==> src/rtl/pwm_steer_pkg.sv <==
package pwm_steer_pkg;

    typedef enum logic [1:0] {
        CFG_SINGLE = 2'b00,
        CFG_FWD    = 2'b01,
        CFG_HALF   = 2'b10,
        CFG_REV    = 2'b11
    } bridge_cfg_e;

    typedef enum logic [2:0] {
        DB_OFF    = 3'd0,
        DB_A_ON   = 3'd1,
        DB_WAIT_B = 3'd2,
        DB_B_ON   = 3'd3,
        DB_WAIT_A = 3'd4
    } db_state_e;

    localparam int NPINS = 4;
    localparam int PIN_A = 0;
    localparam int PIN_B = 1;
    localparam int PIN_C = 2;
    localparam int PIN_D = 3;

endpackage

==> src/rtl/pwm_timebase.sv <==
module pwm_timebase #(
    parameter int TW   = 8,
    parameter int SUBW = 2
) (
    input  logic            clk,
    input  logic            rst_n,
    input  logic            run,
    input  logic [TW-1:0]   period,
    input  logic [TW-1:0]   duty_hi,
    input  logic [SUBW-1:0] duty_lo,
    output logic            mod_now,
    output logic            mod_q
);
    localparam int CW = TW + SUBW;

    logic [CW-1:0] cnt_q;
    logic [CW-1:0] duty_q;
    logic [CW-1:0] wrap_val;
    logic [CW-1:0] duty_in;
    logic          at_wrap;

    always_comb begin
        wrap_val = {period, {SUBW{1'b1}}};
        duty_in  = {duty_hi, duty_lo};
        at_wrap  = (cnt_q == wrap_val);
        mod_now  = run && (cnt_q < duty_q);
    end

    always_ff @(posedge clk or negedge rst_n) begin
        if (!rst_n) begin
            cnt_q  <= '0;
            duty_q <= '0;
            mod_q  <= 1'b0;
        end else if (!run) begin
            cnt_q  <= '0;
            duty_q <= duty_in;
            mod_q  <= 1'b0;
        end else begin
            mod_q <= mod_now;
            if (at_wrap) begin
                cnt_q  <= '0;
                duty_q <= duty_in;
            end else begin
                cnt_q <= cnt_q + 1'b1;
            end
        end
    end

    AST_DUTY_HOLD: assert property (@(posedge clk) disable iff (!rst_n)
        (run && !at_wrap) |=> $stable(duty_q));

    AST_OFF_CLEAR: assert property (@(posedge clk) disable iff (!rst_n)
        (!run) |=> (cnt_q == '0) && !mod_q);

    AST_RISE_AT_START: assert property (@(posedge clk) disable iff (!rst_n)
        $rose(mod_q) |-> (cnt_q == {{(CW-1){1'b0}}, 1'b1}));

endmodule

==> src/rtl/pwm_deadband.sv <==
module pwm_deadband
    import pwm_steer_pkg::*;
#(
    parameter int DBW = 6
) (
    input  logic           clk,
    input  logic           rst_n,
    input  logic           active,
    input  logic           mod_now,
    input  logic [DBW-1:0] dead,
    output logic           on_a,
    output logic           on_b
);
    db_state_e      state_q, state_d;
    logic [DBW-1:0] wait_q, wait_d;
    logic           no_gap;

    assign no_gap = (dead == '0);

    always_ff @(posedge clk or negedge rst_n) begin
        if (!rst_n) begin
            state_q <= DB_OFF;
            wait_q  <= '0;
        end else begin
            state_q <= state_d;
            wait_q  <= wait_d;
        end
    end

    always_comb begin
        state_d = state_q;
        wait_d  = wait_q;
        if (!active) begin
            state_d = DB_OFF;
            wait_d  = '0;
        end else begin
            unique case (state_q)
                DB_OFF: begin
                    wait_d = dead;
                    if (mod_now) state_d = no_gap ? DB_A_ON : DB_WAIT_A;
                    else         state_d = no_gap ? DB_B_ON : DB_WAIT_B;
                end
                DB_A_ON: begin
                    if (!mod_now) begin
                        state_d = no_gap ? DB_B_ON : DB_WAIT_B;
                        wait_d  = dead;
                    end
                end
                DB_WAIT_B: begin
                    if (mod_now) begin
                        state_d = no_gap ? DB_A_ON : DB_WAIT_A;
                        wait_d  = dead;
                    end else if (wait_q <= 1) begin
                        state_d = DB_B_ON;
                    end else begin
                        wait_d = wait_q - 1'b1;
                    end
                end
                DB_B_ON: begin
                    if (mod_now) begin
                        state_d = no_gap ? DB_A_ON : DB_WAIT_A;
                        wait_d  = dead;
                    end
                end
                DB_WAIT_A: begin
                    if (!mod_now) begin
                        state_d = no_gap ? DB_B_ON : DB_WAIT_B;
                        wait_d  = dead;
                    end else if (wait_q <= 1) begin
                        state_d = DB_A_ON;
                    end else begin
                        wait_d = wait_q - 1'b1;
                    end
                end
                default: begin
                    state_d = DB_OFF;
                    wait_d  = '0;
                end
            endcase
        end
    end

    always_comb begin
        on_a = 1'b0;
        on_b = 1'b0;
        unique case (state_q)
            DB_A_ON: on_a = 1'b1;
            DB_B_ON: on_b = 1'b1;
            default: begin
                on_a = 1'b0;
                on_b = 1'b0;
            end
        endcase
    end

    AST_GAP_BEFORE_A: assert property (@(posedge clk) disable iff (!rst_n)
        ($rose(on_a) && !no_gap) |-> !$past(on_b));

    AST_GAP_BEFORE_B: assert property (@(posedge clk) disable iff (!rst_n)
        ($rose(on_b) && !no_gap) |-> !$past(on_a));

endmodule

==> src/rtl/pwm_pin_steer.sv <==
module pwm_pin_steer
    import pwm_steer_pkg::*;
(
    input  logic             run,
    input  logic [1:0]       bridge_cfg,
    input  logic [1:0]       pol_sel,
    input  logic             mod_q,
    input  logic             on_a,
    input  logic             on_b,
    output logic [NPINS-1:0] pin_lvl,
    output logic [NPINS-1:0] pin_oe
);
    logic [NPINS-1:0] act;
    bridge_cfg_e      cfg;

    assign cfg = bridge_cfg_e'(bridge_cfg);

    always_comb begin
        act    = '0;
        pin_oe = '0;
        if (run) begin
            unique case (cfg)
                CFG_SINGLE: begin
                    pin_oe[PIN_A] = 1'b1;
                    act[PIN_A]    = mod_q;
                end
                CFG_HALF: begin
                    pin_oe[PIN_A] = 1'b1;
                    pin_oe[PIN_B] = 1'b1;
                    act[PIN_A]    = on_a;
                    act[PIN_B]    = on_b;
                end
                CFG_FWD: begin
                    pin_oe     = '1;
                    act[PIN_A] = 1'b1;
                    act[PIN_D] = mod_q;
                end
                CFG_REV: begin
                    pin_oe     = '1;
                    act[PIN_C] = 1'b1;
                    act[PIN_B] = mod_q;
                end
                default: begin
                    pin_oe = '0;
                    act    = '0;
                end
            endcase
        end
    end

    for (genvar gi = 0; gi < NPINS; gi++) begin : g_pol
        localparam int POL_BIT = (gi % 2 == 0) ? 1 : 0;
        assign pin_lvl[gi] = pin_oe[gi] & (act[gi] ^ pol_sel[POL_BIT]);
    end

endmodule

==> src/rtl/pwm_steer_top.sv <==
module pwm_steer_top
    import pwm_steer_pkg::*;
#(
    parameter int TW   = 8,
    parameter int SUBW = 2,
    parameter int DBW  = 6
) (
    input  logic            clk,
    input  logic            rst_n,
    input  logic            pwm_on,
    input  logic [TW-1:0]   duty_hi,
    input  logic [SUBW-1:0] duty_lo,
    input  logic [TW-1:0]   period,
    input  logic [1:0]      bridge_cfg,
    input  logic [1:0]      pol_sel,
    input  logic [DBW-1:0]  dead_cnt,
    output logic [3:0]      pin_lvl,
    output logic [3:0]      pin_oe
);
    logic mod_now;
    logic mod_q;
    logic on_a;
    logic on_b;
    logic hb_act;

    assign hb_act = pwm_on && (bridge_cfg == CFG_HALF);

    pwm_timebase #(.TW(TW), .SUBW(SUBW)) u_timebase (
        .clk     (clk),
        .rst_n   (rst_n),
        .run     (pwm_on),
        .period  (period),
        .duty_hi (duty_hi),
        .duty_lo (duty_lo),
        .mod_now (mod_now),
        .mod_q   (mod_q)
    );

    pwm_deadband #(.DBW(DBW)) u_deadband (
        .clk     (clk),
        .rst_n   (rst_n),
        .active  (hb_act),
        .mod_now (mod_now),
        .dead    (dead_cnt),
        .on_a    (on_a),
        .on_b    (on_b)
    );

    pwm_pin_steer u_steer (
        .run        (pwm_on),
        .bridge_cfg (bridge_cfg),
        .pol_sel    (pol_sel),
        .mod_q      (mod_q),
        .on_a       (on_a),
        .on_b       (on_b),
        .pin_lvl    (pin_lvl),
        .pin_oe     (pin_oe)
    );

    AST_HB_FOLLOW: assert property (@(posedge clk) disable iff (!rst_n)
        (hb_act && $past(hb_act) && dead_cnt == '0 && $past(dead_cnt) == '0)
        |-> (on_a == mod_q) && (on_b == !mod_q));

endmodule

==> config.mk <==
export PLATFORM = sky130hd
export DESIGN_NAME = pwm_steer_top
export DESIGN_NICKNAME = d
export VERILOG_FILES = /design/src/rtl/pwm_steer_pkg.sv /design/src/rtl/pwm_timebase.sv /design/src/rtl/pwm_deadband.sv /design/src/rtl/pwm_pin_steer.sv /design/src/rtl/pwm_steer_top.sv
export SDC_FILE = /design/constraint.sdc
export NUM_CORES = 1
export LEC_CHECK = 0
export ABC_AREA = 1
export BUFFER_PORTS_ARGS = -buffer_cell sky130_fd_sc_hd__buf_2
export CAP_MARGIN = 20
export CORE_MARGIN = 2
export CORE_UTILIZATION = 30
export DETAILED_ROUTE_END_ITERATION = 10
export HOLD_SLACK_MARGIN = 0.03
export SLEW_MARGIN = 20
export SYNTH_ARGS = -nofsm -noshare
export SYNTH_HDL_FRONTEND = slang
export SYNTH_SLANG_ARGS = --single-unit
export TNS_END_PERCENT = 5
==> constraint.sdc <==
create_clock -name clk -period 2.64 [get_ports clk]
set_clock_uncertainty 0.05 [all_clocks]
set_input_delay 0.528 -clock clk [delete_from_list [all_inputs] [get_ports clk]]
set_output_delay 0.528 -clock clk [all_outputs]
set_load 0.02 [all_outputs]
==> impl_results.md, run 1 <==
* Status: complete, no violations
* CTS tree: done
* Final Hold Fails at 0
* Largest cells by area after synthesis: dfrtp_1 (35%), nand2_1 (15%), nand3_1 (7.4%)
* TritonCTS buffer count at 5
* Antenna cells at 0
* Maximum root-to-sink buffer count at 2
* Largest net degree at the start of global routing at 31
* Initial antenna violation count at 0
* Register area at 751 um2
* Tot Pwr at about 1.1 mW
* F_max at ~440 MHz
* GRT overflow at 0
* Min Hold Slack at 0.239 ns
* Hpwl dp at 3700 um
* Post-synth top flop: dfrtp_1
* Worst setup EP type: output pin
* Multi-input logic area at roughly 0.0012 mm2
* 1st-pass router iterations at 4
* Share of cells above drive strength 1 at 0.182
* EDFF count, synth at 0
* Synth Register Bits at 30
* Core area at approximately 0.0069 mm2
* PD cells at approximately 420 mW/mm2
* Die Area at 0.00790 mm2
* Asr flop ratio synth at 1.00
* Arr. time, crit path at roughly 1.7 ns
* # setup viols final at 0
* Critical path required time at approximately 2.1 ns
* Final critical-path required period at 2.26 ns
* GRT Resource Usage Total at 0.134
* Synth unique cells at 34
* Peak supply drop at approximately 0.16 mV
* Vias in the first global route at roughly 1800
* Post-route ant nets at 0
* Yosys top cell area share at 0.347
* Reg-to-Reg Start: u_timebase.cnt_q[9]$_DFF_PN0_
* Commonest non-fill, non-tap cell in the layout: nand2_1
* LEAKAGE at between 1 and 1.5 nW
* Setup TNS at 0 ns
* Fin util at 0.368
* Synth Instances at just over 300
* Worst skew pair latency at ~0.28 ns
* Most frequent cells in the layout: nand2_1 (89), inv_1 (42), buf_2 (38), nand3_1 (32), nor2_1 (31)
* Fill cell count at ~760
* R2R setup slack at 0.70 ns
* Drt total wl at 4780 um
* # Post-CTS Setup Buffers at 0
* Post_cts resized at 0
* DR iter-0 viols at 73
* Hold Path Class: primary input to async pin
* Synth area leader: dfrtp_1
* Hold-fix buffers, CTS at 0
* R2r endpoint: u_deadband.wait_q[3]$_DFFE_PN0P_
* Core Rows at 30
* CTS Sinks at 30
* Initial Utilization at 0.315
* Final nets at 390
* RSZ-0062 raised after global routing: no
* Max Slew Vio Count at 0
* Yosys warning count at 0
* Sequential-to-total area share from yosys stat at 0.347
* Htree depth at 2
* Syn-to-layout area delta at 16.9%
* PortBufs at 38
* Clock root cell: clkbuf_8
* Worst Reg-to-Reg Cells at 10
* Routed WL per cell at ~11 um
* Place WS at slightly above 0.5 ns
* Critical Path Source Type: flip-flop
* Die H at just under 90 um
* Wire length of the first global-routing pass at 8090 um
* # DRC at 0
* Max Cap Violations at 0
* WS Path Type: flip-flop to output pin
* DIE WIDTH at ~89 um
* Worst-path fanout max at 5
* Worst Tran Pin Value at 0.699 ns
* Num ports at 39
* Mapped cell area at about 0.0022 mm2
* RePlAce Congestion at 0.798
* Final WS setup at between 0.3 and 0.4 ns
* Final period util at 0.855
* Slew headroom at 0.534
* Avg Inst Size Synth at 7.06 um2
* Via count at approximately 1900
* Synth Net Count at approximately 350
* Vias per inst at ~4.4
* Clk slew on worst S/H paths at around 0.060 ns
## logic make-up after synthesis
| family | synth area share |
|---|---|
| and+or+nand+nor | 0.383 |
| AOI/OAI and AO/OA | 0.0579 |
| adders and majority gates | 0.0695 |
| buffers and inverters | 0.0979 |
| xor gates and xnor gates | 0.0446 |
| DFF | 0.347 |
## Yosys cell counts (2+ instances only)
master and instances:
a21oi_1 11, buf_4 2, dfrtp_1 30, ha_1 12, inv_1 42, inv_2 2, nand2_1 89, nand2_2 4
nand3_1 32, nand4_1 2, nor2_1 31, nor3_1 7, nor4_1 4, o21ai_0 9, xnor2_1 4, xor2_1 7
## layout make-up
| class | instances | share of cell area |
|---|---|---|
| Clock buffer | 6 | 0.0327 |
| Inverter | 46 | 0.0698 |
| Multi-Input combinational cell | 225 | 0.474 |
| Sequential cell | 30 | 0.297 |
| Tap cell | 96 | 0.0475 |
| Timing Repair Buffer | 39 | 0.0783 |
## critical path: stages (launching register included)
cell and delay (ns):
dfrtp_1 0.40, inv_1 0.11, nor3_1 0.26, nand2_1 0.08
a21oi_1 0.17, o21ai_0 0.09, a21oi_1 0.11, buf_2 0.17
## worst max-delay path by stage
stage | from | endpoint | depth (start not counted)
after global placement | bridge_cfg[0] | pin_lvl[0] | 6
after floorplan | bridge_cfg[1] | pin_lvl[1] | 4
after CTS | u_deadband.state_q[1]$_DFFE_PN0P_ | pin_lvl[1] | 7
after global routing | u_deadband.state_q[1]$_DFFE_PN0P_ | pin_lvl[1] | 7
after detailed placement | bridge_cfg[0] | pin_lvl[0] | 6
final | u_deadband.state_q[1]$_DFFE_PN0P_ | pin_lvl[1] | 7
## flip-flops by register name (all words and copies together), names as in the netlist
signal and cells:
u_timebase.cnt_q 10, u_timebase.duty_q 10, u_timebase.mod_q 1, u_deadband.wait_q 6, u_deadband.state_q 3
## power by group
part / switching [mW] / total (mW) / internal, mW
Sequential: 0.0165 / 0.498 / 0.482
Combinational: 0.115 / 0.188 / 0.0726
Clock: 0.168 / 0.369 / 0.201
Total: 0.300 / 1.06 / 0.755
## through the flow
stage / cell area [um2] / std cells
after global routing: 2530 / 442
after detailed placement: 2440 / 436
after global placement: 2440 / 436
after CTS: 2530 / 442
final: 2530 / 442
after floorplan: 2160 / 306
## routing by layer
metal  vias up  GRT usage  share of wire
met3         6     0.0336          0.049
met2        40      0.214           0.44
li1       1042          -              -
met5         -          0              0
met1       847      0.174           0.49
met4         0     0.0537          0.017
Note: power is estimated with default switching activity, not from simulation.
==> run 2, diff against run 1 <==
--- a/config.mk
+++ b/config.mk
@@ -6,11 +6,11 @@
 export NUM_CORES = 1
 export LEC_CHECK = 0
 export ABC_AREA = 1
-export BUFFER_PORTS_ARGS = -buffer_cell sky130_fd_sc_hd__buf_2
 export CAP_MARGIN = 20
 export CORE_MARGIN = 2
 export CORE_UTILIZATION = 30
 export DETAILED_ROUTE_END_ITERATION = 10
+export DONT_BUFFER_PORTS = 1
 export HOLD_SLACK_MARGIN = 0.03
 export SLEW_MARGIN = 20
 export SYNTH_ARGS = -nofsm -noshare
==> run 2 against run 1 <==
Net effect: global-route usage is 0.39 points lower; combinational power shrank 16%; sequential cell count did not move; register-to-register slack got worse by 0.03 ns; critical path depth shrank 1; critical endpoint unchanged; highest routed layer unchanged.
==> impl_results.md, run 2 (synthesized netlist as in run 1, its figures left out) <==
* Status: complete, no violations
* Final Hold Fails at 0
* Antenna cells at 0
* Routed WL per cell at between 10 and 15 um
* Place WS at 0.624 ns
* Placed insts at around 400
* # Post-CTS Setup Buffers at 0
* # setup viols final at 0
* Final period util at 0.881
* CP cell instances: inv_1, nor3_1, nand2_1, a21oi_1, o21ai_0, a21oi_1
* Max Cap Violations at 0
* Clock power share at 0.399
* Clock root cell: clkbuf_8
* Wire length of the first global-routing pass at 7890 um
* Share of cells above drive strength 1 at 0.0927
* Most frequent cells in the layout: nand2_1 (89), inv_1 (42), nand3_1 (32), nor2_1 (31), dfrtp_1 (30)
* Final Non-Filler Cells at roughly 410
* Commonest non-fill, non-tap cell in the layout: nand2_1
* Die H at just under 90 um
* Worst Tran Pin Value at 0.462 ns
* Drt total wl at approximately 4700 um
* TritonCTS buffer count at 5
* Initial antenna violation count at 0
* Worst-path fanout max at 5
* Critical Path Source Type: flip-flop
* Comb pwr share at 0.145
* Htree depth at 2
* Num ports at 39
* Hold Path Class: primary input to flip-flop
* Final WS setup at between 0.3 and 0.4 ns
* Final nets at 355
* DIE WIDTH at a little under 90 um
* Core Rows at 30
* Top layer in use: met4
* PortBufs at 0
* Wire length on met1 at 2260 um
* Crit-path most repeated cell: a21oi_1
* Crit path max-delay family: compound AO/OA/AOI/OAI gates
* GRT overflow at 0
* GRT Resource Usage Total at 0.130
* Max Slew Vio Count at 0
* Syn-to-layout area delta at 11.1%
* Hpwl dp at approximately 3700 um
* F_max at ~430 MHz
* Vias per inst at roughly 4.5
* DR iter-0 viols at 53
* Crit path max-delay cell type: dfrtp_1
* WL met2 at between 2000 and 2500 um
* LEAKAGE at 1.21 nW
* Internal Power at between 0.8 and 0.9 mW
* RSZ-0062 raised after global routing: no
* Peak supply drop at 0.145 mV
* Critical path required time at 2.06 ns
* Switching Fraction at 0.264
* Critical path's largest stage delay at 0.39 ns
* Vias in the first global route at approximately 1800
* Worst skew pair latency at 0.28 ns
* CTS tree: done
* Biggest regs: u_timebase.cnt_q (10), u_timebase.duty_q (10), u_deadband.wait_q (6)
* Worst setup EP type: output pin
* Post-Layout Inst Area at around 0.0024 mm2
* Initial Utilization at 0.315
* Final critical-path required period at 2.33 ns
* Part of the power in registers at 0.456
* Arr. time, crit path at roughly 1.8 ns
* Largest net degree at the start of global routing at 31
* WS Path Type: flip-flop to output pin
* WL met3 at approximately 330 um
* Psw at ~0.29 mW
* Fin util at 0.350
* 1st-pass router iterations at 4
* Slew headroom at 0.693
* # DRC at 0
* Post-DP Area at ~0.0023 mm2
* RePlAce Congestion at between 0.8 and 0.9
* Worst path buffer plus inverter count at 1
* Setup TNS at 0 ns
* Via count at 1846
* PD cells at roughly 450 mW/mm2
* Core area at ~0.0069 mm2
* Die Area at slightly below 0.008 mm2
* Clk slew on worst S/H paths at 0.06 ns
* Post-route ant nets at 0
* Maximum root-to-sink buffer count at 2
* CTS Sinks at 30
## run 2: power groups by stage
stage	clock, mW	combinational, mW	sequential [mW]
after floorplan	0	0.128	0.502
after global placement	0	0.143	0.505
after detailed placement	0	0.146	0.506
after CTS	0.451	0.162	0.498
after global routing	0.465	0.186	0.501
final	0.436	0.158	0.498
## run 2: cell type report
type,count,area (um2)
clock buffer,8,110
fill,741,4470
inverter,46,176
multi-input combinational,225,1200
sequential,30,751
tap,96,120
timing repair buffer,4,45.0
## run 2: final timing paths
path / from / endpoint / slack (ns) / depth (start not counted)
hold / removal: duty_lo[1] / u_timebase.duty_q[1]$_DFFE_PN0P_ / 0.30 / 2
hold reg to reg: u_timebase.cnt_q[0]$_DFF_PN0_ / u_timebase.cnt_q[0]$_DFF_PN0_ / 0.46 / 1
setup / recovery: u_deadband.state_q[1]$_DFFE_PN0P_ / pin_lvl[1] / 0.31 / 6
setup reg to reg: u_timebase.cnt_q[9]$_DFF_PN0_ / u_deadband.wait_q[2]$_DFFE_PN0P_ / 0.67 / 10
min in group asynchronous: rst_n / u_timebase.duty_q[3]$_DFFE_PN0P_ / 0.64 / 2
max in group asynchronous: rst_n / u_timebase.cnt_q[7]$_DFF_PN0_ / 1.73 / 2
## run 2: worst register-to-register path, stage by stage (launching register included)
cell	delay, ns
dfrtp_1	0.43
ha_1	0.31
nand2_1	0.07
nor2_1	0.14
nand3_1	0.19
nand3_4	0.14
nand3_1	0.20
nand3_1	0.14
nand2_1	0.06
nand2_1	0.07
nand2_1	0.05
## run 2: per-stage QoR
stage | total power, mW | hold WS (ns)
CTS | 1.11 | 0.294
floorplan | 0.630 | 0.182
global placement | 0.648 | 0.183
global route | 1.15 | 0.302
finish | 1.09 | 0.303
detailed placement | 0.652 | 0.183
## run 2: timing repair
action,4_1_cts,5_1_grt
hold buffers,2,0
resized for setup,0,0
endpoints found under the hold margin,30,0
## run 2: layer usage
layer,vias to the layer above,track usage
li1,973,-
met2,38,0.210
met3,6,0.0476
met1,829,0.160
met5,-,0
met4,0,0.0455
==> run 3, diff against run 2 <==
--- a/config.mk
+++ b/config.mk
@@ -15,5 +15,6 @@
 export SLEW_MARGIN = 20
 export SYNTH_ARGS = -nofsm -noshare
 export SYNTH_HDL_FRONTEND = slang
+export SYNTH_HIERARCHICAL = 1
 export SYNTH_SLANG_ARGS = --single-unit
 export TNS_END_PERCENT = 5
==> run 3 against run 2 <==
Net effect: maximum frequency increased by 5.5%; power decreased by 8.0%; sequential power about the same; global-route usage decreased by 0.32 points; largest cell class unchanged; worst hold slack improved by 0.0073 ns; combinational power increased by 5%; sequential share of layout area decreased by 0.48 points; die area increased by 4.5%; synthesized area increased by 4.7%; clock-buffer cell count decreased by 1.
==> impl_results.md, run 3 <==
* EDFF count, synth at 0
* Synth Net Count at 368
* Fill cell count at a little under 800
* Most frequent cells in the layout: nand2_1 (113), inv_1 (35), nand3_1 (31), dfrtp_1 (30), nor2_1 (29)
* Antenna cells at 0
* Avg Inst Size Synth at 6.96 um2
* Biggest regs: u_timebase/cnt_q (10), u_timebase/duty_q (10), u_deadband/wait_q (6)
* Post-Layout Inst Area at 0.00244 mm2
* Status: complete, no violations
* # setup viols final at 0
* Via count at ~2000
* DIE WIDTH at 90.8 um
* Final nets at between 300 and 400
* Tot Pwr at 1.00 mW
* Post-route ant nets at 0
* Critical path required time at about 2.8 ns
* Synth Instances at ~330
* RePlAce Congestion at approximately 0.84
* Htree depth at 2
* Die H at 90.8 um
* Peak supply drop at approximately 0.15 mV
* GRT overflow at 0
* Hpwl dp at roughly 3700 um
* Worst Tran Pin Value at approximately 0.63 ns
* Largest net degree at the start of global routing at 31
* Num ports at 39
* Register area at between 700 and 800 um2
* Post_cts resized at 0
* Maximum root-to-sink buffer count at 2
* WS Path Type: flip-flop to flip-flop
* PD cells at between 400 and 500 mW/mm2
* Hold Path Class: primary input to flip-flop
* Vias in the first global route at between 1500 and 2000
* Commonest cells post-synth: nand2_1 (113), inv_1 (35), nand3_1 (31)
* Clk slew on worst S/H paths at 0.06 ns
* Final critical-path required period at about 2.2 ns
* Drt total wl at between 4000 and 5000 um
* Worst Reg-to-Reg Cells at 14
* Worst-path fanout max at 7
* Slew headroom at 0.579
* Yosys top cell area share at 0.332
* RSZ-0062 raised after global routing: no
* PortBufs at 0
* TritonCTS buffer count at 5
* Min Hold Slack at a little over 0.3 ns
* Setup TNS at 0 ns
* LEAKAGE at 1.26 nW
* Core area at around 0.0073 mm2
* Most common cell in the netlist: nand2_1
* Yosys warning count at 6
* Final period util at 0.835
* CTS Sinks at 30
* Commonest non-fill, non-tap cell in the layout: nand2_1
* 1st-pass router iterations at 4
* Initial antenna violation count at 0
* Max Cap Violations at 0
* GRT Resource Usage Total at 0.127
* Initial Utilization at 0.310
* Worst skew pair latency at about 0.28 ns
* Core Rows at 31
* Worst setup EP type: flip-flop
* Post-synth top flop: dfrtp_1
* Largest cells by area after synthesis: dfrtp_1 (33%), nand2_1 (19%), nand3_1 (6.9%)
* # DRC at 0
* Routed WL per cell at approximately 12 um
* Max Slew Vio Count at 0
* Synth Register Bits at 30
* Post-DP Area at 0.00233 mm2
* Synth area leader: dfrtp_1
* Mapped cell area at between 0.002 and 0.0025 mm2
* DR iter-0 viols at 80
* R2R setup slack at around 0.44 ns
* Multi-input logic area at 0.00128 mm2
* CTS tree: done
* Clock root cell: clkbuf_8
* Vias per inst at approximately 4.6
* Die Area at a little over 0.008 mm2
* Sequential-to-total area share from yosys stat at 0.332
* Hold Crit Depth at 2
* F_max at 454 MHz
* Wire length of the first global-routing pass at 8560 um
* Synth unique cells at 32
* Arr. time, crit path at 2.31 ns
* Critical Path Source Type: flip-flop
* Asr flop ratio synth at 1.00
* Syn-to-layout area delta at 7.80%
* Final Hold Fails at 0
* Share of cells above drive strength 1 at 0.125
[run 3: through the flow]
step                      utilization  cells  setup WS, ns
after floorplan                     -    325         0.509
after global placement          0.320    419         0.498
after detailed placement        0.320    419         0.432
after CTS                       0.334    428         0.429
after global routing            0.334    428         0.163
final                           0.334    428         0.435
[run 3: final cells by class]
cell class	count	share of cell area
tap	99	0.0508
timing repair buffer	3	0.0154
clock buffer	7	0.0313
multi-input combinational	245	0.527
sequential	30	0.308
inverter	44	0.0677
[run 3: path summary, 6_finish.rpt]
path                                                     from                               end
worst max-delay path            u_timebase/cnt_q[9]$_DFF_PN0_  u_deadband/wait_q[1]$_DFFE_PN0P_
worst min-delay path                               duty_hi[6]  u_timebase/duty_q[8]$_DFFE_PN0P_
worst max register to register  u_timebase/cnt_q[9]$_DFF_PN0_  u_deadband/wait_q[1]$_DFFE_PN0P_
worst min register to register  u_timebase/cnt_q[0]$_DFF_PN0_     u_timebase/cnt_q[0]$_DFF_PN0_
max in group asynchronous                               rst_n     u_timebase/cnt_q[6]$_DFF_PN0_
min in group asynchronous                               rst_n  u_timebase/duty_q[9]$_DFFE_PN0P_
[run 3: kinds of logic after synthesis]
kind of cell,Yosys count,share of synthesized area
DFF,30,0.332
buffers and inverters,50,0.100
xor gates and xnor gates,7,0.0271
adders and majority gates,12,0.0664
AOI/OAI and AO/OA,20,0.0564
and+or+nand+nor,206,0.418
[run 3: worst max-delay path: stages, from the launching register on]
cell and delay (ns):
dfrtp_1 0.42, ha_1 0.31, nand2_1 0.08, nor2_1 0.14, nand3_1 0.09, o211ai_1 0.08, a21oi_1 0.06, buf_4 0.16
nor2_1 0.17, nand2_1 0.10, o21a_1 0.17, nand2_1 0.08, nand2_1 0.05, nand2_1 0.05, nand2_1 0.07
[run 3: what timing repair did]
| action | CTS | global route |
|---|---|---|
| hold buffers | 2 | 0 |
| endpoints found under the hold margin | 30 | 0 |
| setup buffers | 0 | 0 |
[run 3: power by group]
part / internal, mW / total, mW / switching (mW)
logic: 0.0609 / 0.166 / 0.106
registers: 0.482 / 0.499 / 0.0167
clock network: 0.181 / 0.339 / 0.158
[run 3: layer usage]
metal	part of all wire	global-route usage	up-vias
li1	-	-	1022
met1	0.46	0.155	898
met2	0.45	0.202	36
met3	0.074	0.0526	5
met4	0.014	0.0442	0
met5	0	0	-
